$ cat config.mk
export PLATFORM = sky130hd
export DESIGN_NAME = vfield_timer
export DESIGN_NICKNAME = d
export VERILOG_FILES = /design/src/rtl/vft_pkg.sv /design/src/rtl/vft_halfline_cnt.sv /design/src/rtl/vft_std_detect.sv /design/src/rtl/vft_vpulse.sv /design/src/rtl/vft_blank.sv /design/src/rtl/vfield_timer.sv
export SDC_FILE = /design/constraint.sdc
export NUM_CORES = 1
export LEC_CHECK = 0
export ABC_AREA = 1
export BUFFER_PORTS_ARGS = -buffer_cell sky130_fd_sc_hd__clkbuf_2
export CAP_MARGIN = 5
export CORE_MARGIN = 8
export CORE_UTILIZATION = 58
export DETAILED_ROUTE_END_ITERATION = 8
export PLACE_DENSITY_LB_ADDON = 0.12
export SLEW_MARGIN = 20
export SYNTH_ARGS = -nofsm -noshare
export SYNTH_HDL_FRONTEND = slang
export SYNTH_SLANG_ARGS = --single-unit
$ cat constraint.sdc
create_clock -name clk -period 2 [get_ports clk]
set_clock_uncertainty 0.15 [all_clocks]
set_input_delay 0.3 -clock clk [delete_from_list [all_inputs] [get_ports clk]]
set_output_delay 0.3 -clock clk [all_outputs]
set_load 0.005 [all_outputs]
$ cat src/rtl/vft_pkg.sv
package vft_pkg;
  typedef enum logic {
    STD_60 = 1'b0,
    STD_50 = 1'b1
  } fstd_e;
endpackage

$ cat src/rtl/vft_halfline_cnt.sv
module vft_halfline_cnt
  import vft_pkg::*;
#(
  parameter int CNT_W  = 10,
  parameter int WRAP50 = 625,
  parameter int WRAP60 = 525
) (
  input  logic             clk,
  input  logic             rst_n,
  input  logic             tick,
  input  logic             vs,
  input  fstd_e            std,
  output logic [CNT_W-1:0] pos,
  output logic [CNT_W-1:0] meas,
  output logic             wrap_evt
);
  localparam logic [CNT_W-1:0] LAST50   = CNT_W'(WRAP50 - 1);
  localparam logic [CNT_W-1:0] LAST60   = CNT_W'(WRAP60 - 1);
  localparam logic [CNT_W-1:0] MEAS_MAX = {CNT_W{1'b1}};

  logic [CNT_W-1:0] last_sel;
  assign last_sel = (std == STD_50) ? LAST50 : LAST60;
  assign wrap_evt = tick && !vs && (pos == last_sel);

  // position counter: wraps at the nominal field length
  always_ff @(posedge clk or negedge rst_n) begin
    if (!rst_n) begin
      pos <= '0;
    end else if (vs) begin
      pos <= '0;
    end else if (tick) begin
      pos <= (pos == last_sel) ? '0 : pos + 1'b1;
    end
  end

  // measurement counter: cleared only by vertical sync, saturating
  always_ff @(posedge clk or negedge rst_n) begin
    if (!rst_n) begin
      meas <= '0;
    end else if (vs) begin
      meas <= '0;
    end else if (tick && (meas != MEAS_MAX)) begin
      meas <= meas + 1'b1;
    end
  end

  p_pos_bound_r3: assert property (@(posedge clk) disable iff (!rst_n)
    pos <= last_sel);
  p_vs_clear_r2: assert property (@(posedge clk) disable iff (!rst_n)
    vs |=> (pos == '0) && (meas == '0));
  p_tick_step_r2: assert property (@(posedge clk) disable iff (!rst_n)
    (tick && !vs && (pos != last_sel)) |=> (pos == $past(pos) + 1'b1));
  p_idle_hold_r2: assert property (@(posedge clk) disable iff (!rst_n)
    (!tick && !vs) |=> $stable(pos) && $stable(meas));
endmodule

$ cat src/rtl/vft_std_detect.sv
module vft_std_detect
  import vft_pkg::*;
#(
  parameter int CNT_W  = 10,
  parameter int THRESH = 575
) (
  input  logic             clk,
  input  logic             rst_n,
  input  logic             vs,
  input  logic [CNT_W-1:0] meas,
  output fstd_e            std,
  output logic             armed
);
  localparam logic [CNT_W-1:0] THR = CNT_W'(THRESH);

  always_ff @(posedge clk or negedge rst_n) begin
    if (!rst_n) begin
      std   <= STD_50;
      armed <= 1'b0;
    end else if (vs) begin
      armed <= 1'b1;
      if (armed) std <= (meas >= THR) ? STD_50 : STD_60;
    end
  end

  p_default_r5: assert property (@(posedge clk) disable iff (!rst_n)
    !armed |-> (std == STD_50));
  p_hold_r3: assert property (@(posedge clk) disable iff (!rst_n)
    !vs |=> $stable(std));
  p_long_is50_r4: assert property (@(posedge clk) disable iff (!rst_n)
    (vs && armed && (meas >= THR)) |=> (std == STD_50));
endmodule

$ cat src/rtl/vft_vpulse.sv
module vft_vpulse #(
  parameter int DLY = 216,
  parameter int LEN = 4320
) (
  input  logic clk,
  input  logic rst_n,
  input  logic trig,
  output logic vout
);
  localparam int SPAN = DLY + LEN;
  localparam int TW   = $clog2(SPAN + 1);
  localparam logic [TW-1:0] ON_AT  = TW'(DLY - 1);
  localparam logic [TW-1:0] END_AT = TW'(SPAN - 1);

  logic [TW-1:0] tmr;
  logic          run;

  always_ff @(posedge clk or negedge rst_n) begin
    if (!rst_n) begin
      tmr  <= '0;
      run  <= 1'b0;
      vout <= 1'b0;
    end else if (trig) begin
      tmr  <= '0;
      run  <= 1'b1;
      vout <= 1'b0;
    end else begin
      vout <= run && (tmr >= ON_AT) && (tmr < END_AT);
      if (run) begin
        if (tmr == END_AT) run <= 1'b0;
        else               tmr <= tmr + 1'b1;
      end
    end
  end

  p_trig_low_r6: assert property (@(posedge clk) disable iff (!rst_n)
    trig |=> !vout);
  p_idle_low_r6: assert property (@(posedge clk) disable iff (!rst_n)
    (!run && !trig) |=> !vout);
endmodule

$ cat src/rtl/vft_blank.sv
module vft_blank
  import vft_pkg::*;
#(
  parameter int CNT_W  = 10,
  parameter int WRAP50 = 625,
  parameter int WRAP60 = 525,
  parameter int AFT50  = 45,
  parameter int BEF50  = 5,
  parameter int AFT60  = 34,
  parameter int BEF60  = 6
) (
  input  logic [CNT_W-1:0] pos,
  input  fstd_e            std,
  output logic             vblank
);
  localparam logic [CNT_W-1:0] LO50 = CNT_W'(AFT50);
  localparam logic [CNT_W-1:0] HI50 = CNT_W'(WRAP50 - BEF50);
  localparam logic [CNT_W-1:0] LO60 = CNT_W'(AFT60);
  localparam logic [CNT_W-1:0] HI60 = CNT_W'(WRAP60 - BEF60);

  always_comb begin
    if (std == STD_50) vblank = (pos < LO50) || (pos >= HI50);
    else               vblank = (pos < LO60) || (pos >= HI60);
  end
endmodule

$ cat src/rtl/vfield_timer.sv
module vfield_timer
  import vft_pkg::*;
#(
  parameter int CNT_W  = 10,
  parameter int WRAP50 = 625,
  parameter int WRAP60 = 525,
  parameter int THRESH = 575,
  parameter int VDLY   = 216,
  parameter int VLEN   = 4320
) (
  input  logic clk,
  input  logic rst_n,
  input  logic half_tick,
  input  logic vsync_in,
  output logic flag50_n,
  output logic vout,
  output logic vblank
);
  logic [CNT_W-1:0] pos;
  logic [CNT_W-1:0] meas;
  logic             wrap_evt;
  logic             armed;
  fstd_e            std;

  vft_halfline_cnt #(.CNT_W(CNT_W), .WRAP50(WRAP50), .WRAP60(WRAP60)) u_cnt (
    .clk(clk), .rst_n(rst_n), .tick(half_tick), .vs(vsync_in), .std(std),
    .pos(pos), .meas(meas), .wrap_evt(wrap_evt));

  vft_std_detect #(.CNT_W(CNT_W), .THRESH(THRESH)) u_det (
    .clk(clk), .rst_n(rst_n), .vs(vsync_in), .meas(meas),
    .std(std), .armed(armed));

  vft_vpulse #(.DLY(VDLY), .LEN(VLEN)) u_vp (
    .clk(clk), .rst_n(rst_n), .trig(vsync_in || wrap_evt), .vout(vout));

  vft_blank #(.CNT_W(CNT_W), .WRAP50(WRAP50), .WRAP60(WRAP60)) u_blk (
    .pos(pos), .std(std), .vblank(vblank));

  assign flag50_n = (std == STD_60);

  p_flag_first_r5: assert property (@(posedge clk) disable iff (!rst_n)
    (vsync_in && !armed) |=> !flag50_n);
endmodule

==> impl_results.md <==
* Synth-to-layout area growth at 10.1%
* Antenna diode count at 0
* HPWL Detailed at about 3500 um
* Post-Synth Adder-Cell Area at under 10%
* DIE HEIGHT at 80.6 um
* Simple-Gate Fraction of Synth Area at a little over two fifths
* CTS tree: done
* PD cells at 621 nW/um^2
* Clock Latency Late Sink at 0.29 ns
* HP Class: primary input to register
* Root Driver: clkbuf_8
* RSZ-0062 raised after global routing: yes
* # setup viols final at 0
* CP arrival at 1.50 ns
* Seq pwr share at 48.8%
* Port buffer count at 6
* Cts bufs inserted at 5
* Gr ovfl total at 0
* Max Root-Sink Buffers at 2
* Power share of the combinational group at 11.0%
* Initial Utilization at between 60% and 70%
* Hold Violations, Final at 0
* Critical path endpoint category: output port
* Vias per inst at ~5.3
* Cell variety after synth at 35
* Outcome: completed
* Clk slew on worst S/H paths at around 0.08 ns
* Multiplexer share of the synthesized area at 0%
* Post-layout util at 66.6%
* GRT Total Usage at 16.6%
* 1st-iter DRT viols at 186
* Internal cell power at 1.26 mW
* Xor/xnor share of the synthesized area at between 2 and 3%
* Largest family of logic cells by synthesized area: simple AND/OR/NAND/NOR gates
* Routed via count at 2,158
* Seq/Total Area, Yosys at 38.3%
* Setup TNS at 0 ns
* Global-route wire length before repair at ~8700 um
* Mapped Area at ~2400 um^2
* Ports at 7
* Largest net degree at the start of global routing at 38
* Crit-path slowest cell: dfrtp_1
* WL/cell at 12.2 um
* Compound-Gate Fraction of Synth Area at 4.86%
* Slew Viols, Final at 0
* P_sw at 0.398 mW
* CP max FO at 3
* Final net count at 366
* Setup crit start kind: register
* WL final at 4980 um
* GP Congestion at 0.942
* Final ANT Viol Nets at 0
* Vias in the first global route at 1,985
* Die ar. at 6490 um^2
* #FFs+latches synth at 37
* Synthesized instance count at roughly 340
* Pre-antenna DRT Iters at 4
* Clk sink count at 37
* Crit path required time at 1.55 ns
* Syn nets at 350
* Period utilisation layout at 97.5%
* Crit-path cells: inv_2, ha_4, a21oi_2, o211ai_1, a31oi_1, nor2_1, buf_2
* Syn avg cell area at approximately 7.1 um^2
* H-tree levels at 2
* Clock power share at about two fifths
* Maximum Capacitance Violations at 0
* Initial antenna violation count at 0
* DRC violations left at 0
* Slew HR at 67.2%
* Rows at 23
* Core ar. at 4000 um^2
* Final Critical Period at about 1.9 ns
* Sw Ratio at 24.0%
* Max IR drop VDD at 0.394 mV
* Worst hold slack at around 0.17 ns
* Pleak at ~1.3 nW
* Die W at 80.6 um
* Max incr delay on CP at approximately 0.42 ns
* Ys Warns at 0
* Worst-Margin Slew at 0.491 ns
* Fmax at 513 MHz
* Setup CP Type: register to output port
* Layout cells sized above 1 at 16.8%
[critical path: cells and delay by family, from the launching register on]
family | cells | cell delay, ns
AND/OR/NAND/NOR | 1 | 0.06
adder cells (fa/ha/maj) | 1 | 0.16
buffers and inverters | 2 | 0.20
flip-flops | 1 | 0.42
AO/OA/AOI/OAI | 3 | 0.38
[layout by cell type (no fill, tap or decap), types with 2 or more instances in the layout]
cell | netlist | layout
inv_2 | 2 | 5
a31oi_1 | 2 | 2
a21oi_1 | 4 | 3
nor2_2 | 10 | 10
buf_4 | 1 | 9
dfrtp_2 | 0 | 2
nor3_1 | 8 | 8
nand2_1 | 91 | 91
or2_2 | 3 | 3
nand4_1 | 13 | 13
dfrtp_1 | 36 | 34
nor2_1 | 41 | 41
nor2_4 | 2 | 2
inv_1 | 39 | 36
xor2_1 | 7 | 7
clkbuf_2 | 0 | 5
nand2_2 | 5 | 5
nand3_1 | 42 | 42
ha_1 | 5 | 3
o21ai_0 | 11 | 10
clkbuf_8 | 0 | 6
[layer usage]
metal / vias to the layer above / wire [um] / global-route usage [%]
met4: 0 / 55 / 5.64
li1: 1125 / - / -
met5: - / 0 / 0
met2: 41 / 2300 / 25.7
met1: 986 / 2430 / 22.0
met3: 6 / 192 / 3.68
[path summary, 6_finish.rpt]
kind	slack, ns	end	cells after the start	startpoint
max	0.05	vblank	7	u_cnt.pos[0]$_DFFE_PN0P_
min	0.17	u_det.std$_DFFE_PN1P_	2	vsync_in
max reg2reg	0.21	u_vp.tmr[10]$_DFFE_PN0P_	8	u_vp.tmr[0]$_DFFE_PN0P_
min reg2reg	0.31	u_det.std$_DFFE_PN1P_	1	u_det.armed$_DFFE_PN0P_
max in group asynchronous	0.90	u_det.std$_DFFE_PN1P_	3	rst_n
min in group asynchronous	0.45	u_cnt.meas[6]$_DFFE_PN0P_	3	rst_n
[power by group through the flow]
stage / Sequential, mW / Combinational, mW / Clock (mW)
detailed placement: 0.820 / 0.149 / 0
floorplan: 0.813 / 0.116 / 0
global route: 0.811 / 0.209 / 0.713
global placement: 0.818 / 0.148 / 0
CTS: 0.805 / 0.157 / 0.685
finish: 0.807 / 0.183 / 0.664
[registers in the layout, summed over array words and instances (netlist names)]
name	count
u_cnt.meas	10
u_cnt.pos	10
u_det.armed	1
u_det.std	1
u_vp.run	1
u_vp.tmr	13
u_vp.vout	1
[what timing repair did]
item	4_1_cts	5_1_grt
gates resized for setup	0	11
hold buffers	1	0
buffers inserted	1	6
endpoints found under the setup margin	1	1
endpoints found under the hold margin	36	0
pin swaps	0	3
[area by class of cell]
cell class / instances / area [um^2]
Clock inverter: 1 / 30.0
Inverter: 43 / 165
Multi-Input combinational cell: 254 / 1280
Fill cell: 345 / 1340
Sequential cell: 37 / 930
Timing Repair Buffer: 16 / 108
Clock buffer: 7 / 86.3
Tap cell: 50 / 62.6
[cell usage after synthesis (all sizes together)]
| master | count | share of area (%) |
|---|---|---|
| nand2 | 97 | 16 |
| a31oi | 2 | 0.52 |
| a31o | 1 | 0.36 |
| nand4 | 14 | 3.9 |
| a21oi | 4 | 0.83 |
| dfrtp | 36 | 37 |
| xor2 | 7 | 2.5 |
| o211ai | 1 | 0.31 |
| and3 | 1 | 0.26 |
| o22ai | 1 | 0.26 |
| clkinv | 1 | 0.21 |
| o21ai | 11 | 2.3 |
| inv | 42 | 6.6 |
| xnor2 | 1 | 0.36 |
| nor3 | 9 | 2.1 |
| ha | 5 | 2.6 |
| o21bai | 1 | 0.31 |
| clkbuf | 1 | 0.16 |
| nor2 | 53 | 9.9 |
| or2 | 3 | 0.78 |
| dfstp | 1 | 1.1 |
| nand3 | 43 | 9.1 |
| buf | 6 | 2.5 |
[cell families after synthesis]
kind of cell	Yosys count
and+or+nand+nor	220
buffers and inverters	50
DFF	37
AOI/OAI and AO/OA	21
xor gates and xnor gates	8
adders and majority gates	5
[stage by stage]
stage,power [mW],worst slack [ns],area [um^2],cells
floorplan,0.929,0.421,2420,341
global placement,0.966,0.291,2460,392
detailed placement,0.969,0.261,2460,392
CTS,1.65,0.0220,2600,402
global route,1.73,-0.0516,2660,408
finish,1.65,0.0502,2660,408
Note: power is estimated with default switching activity, not from simulation.
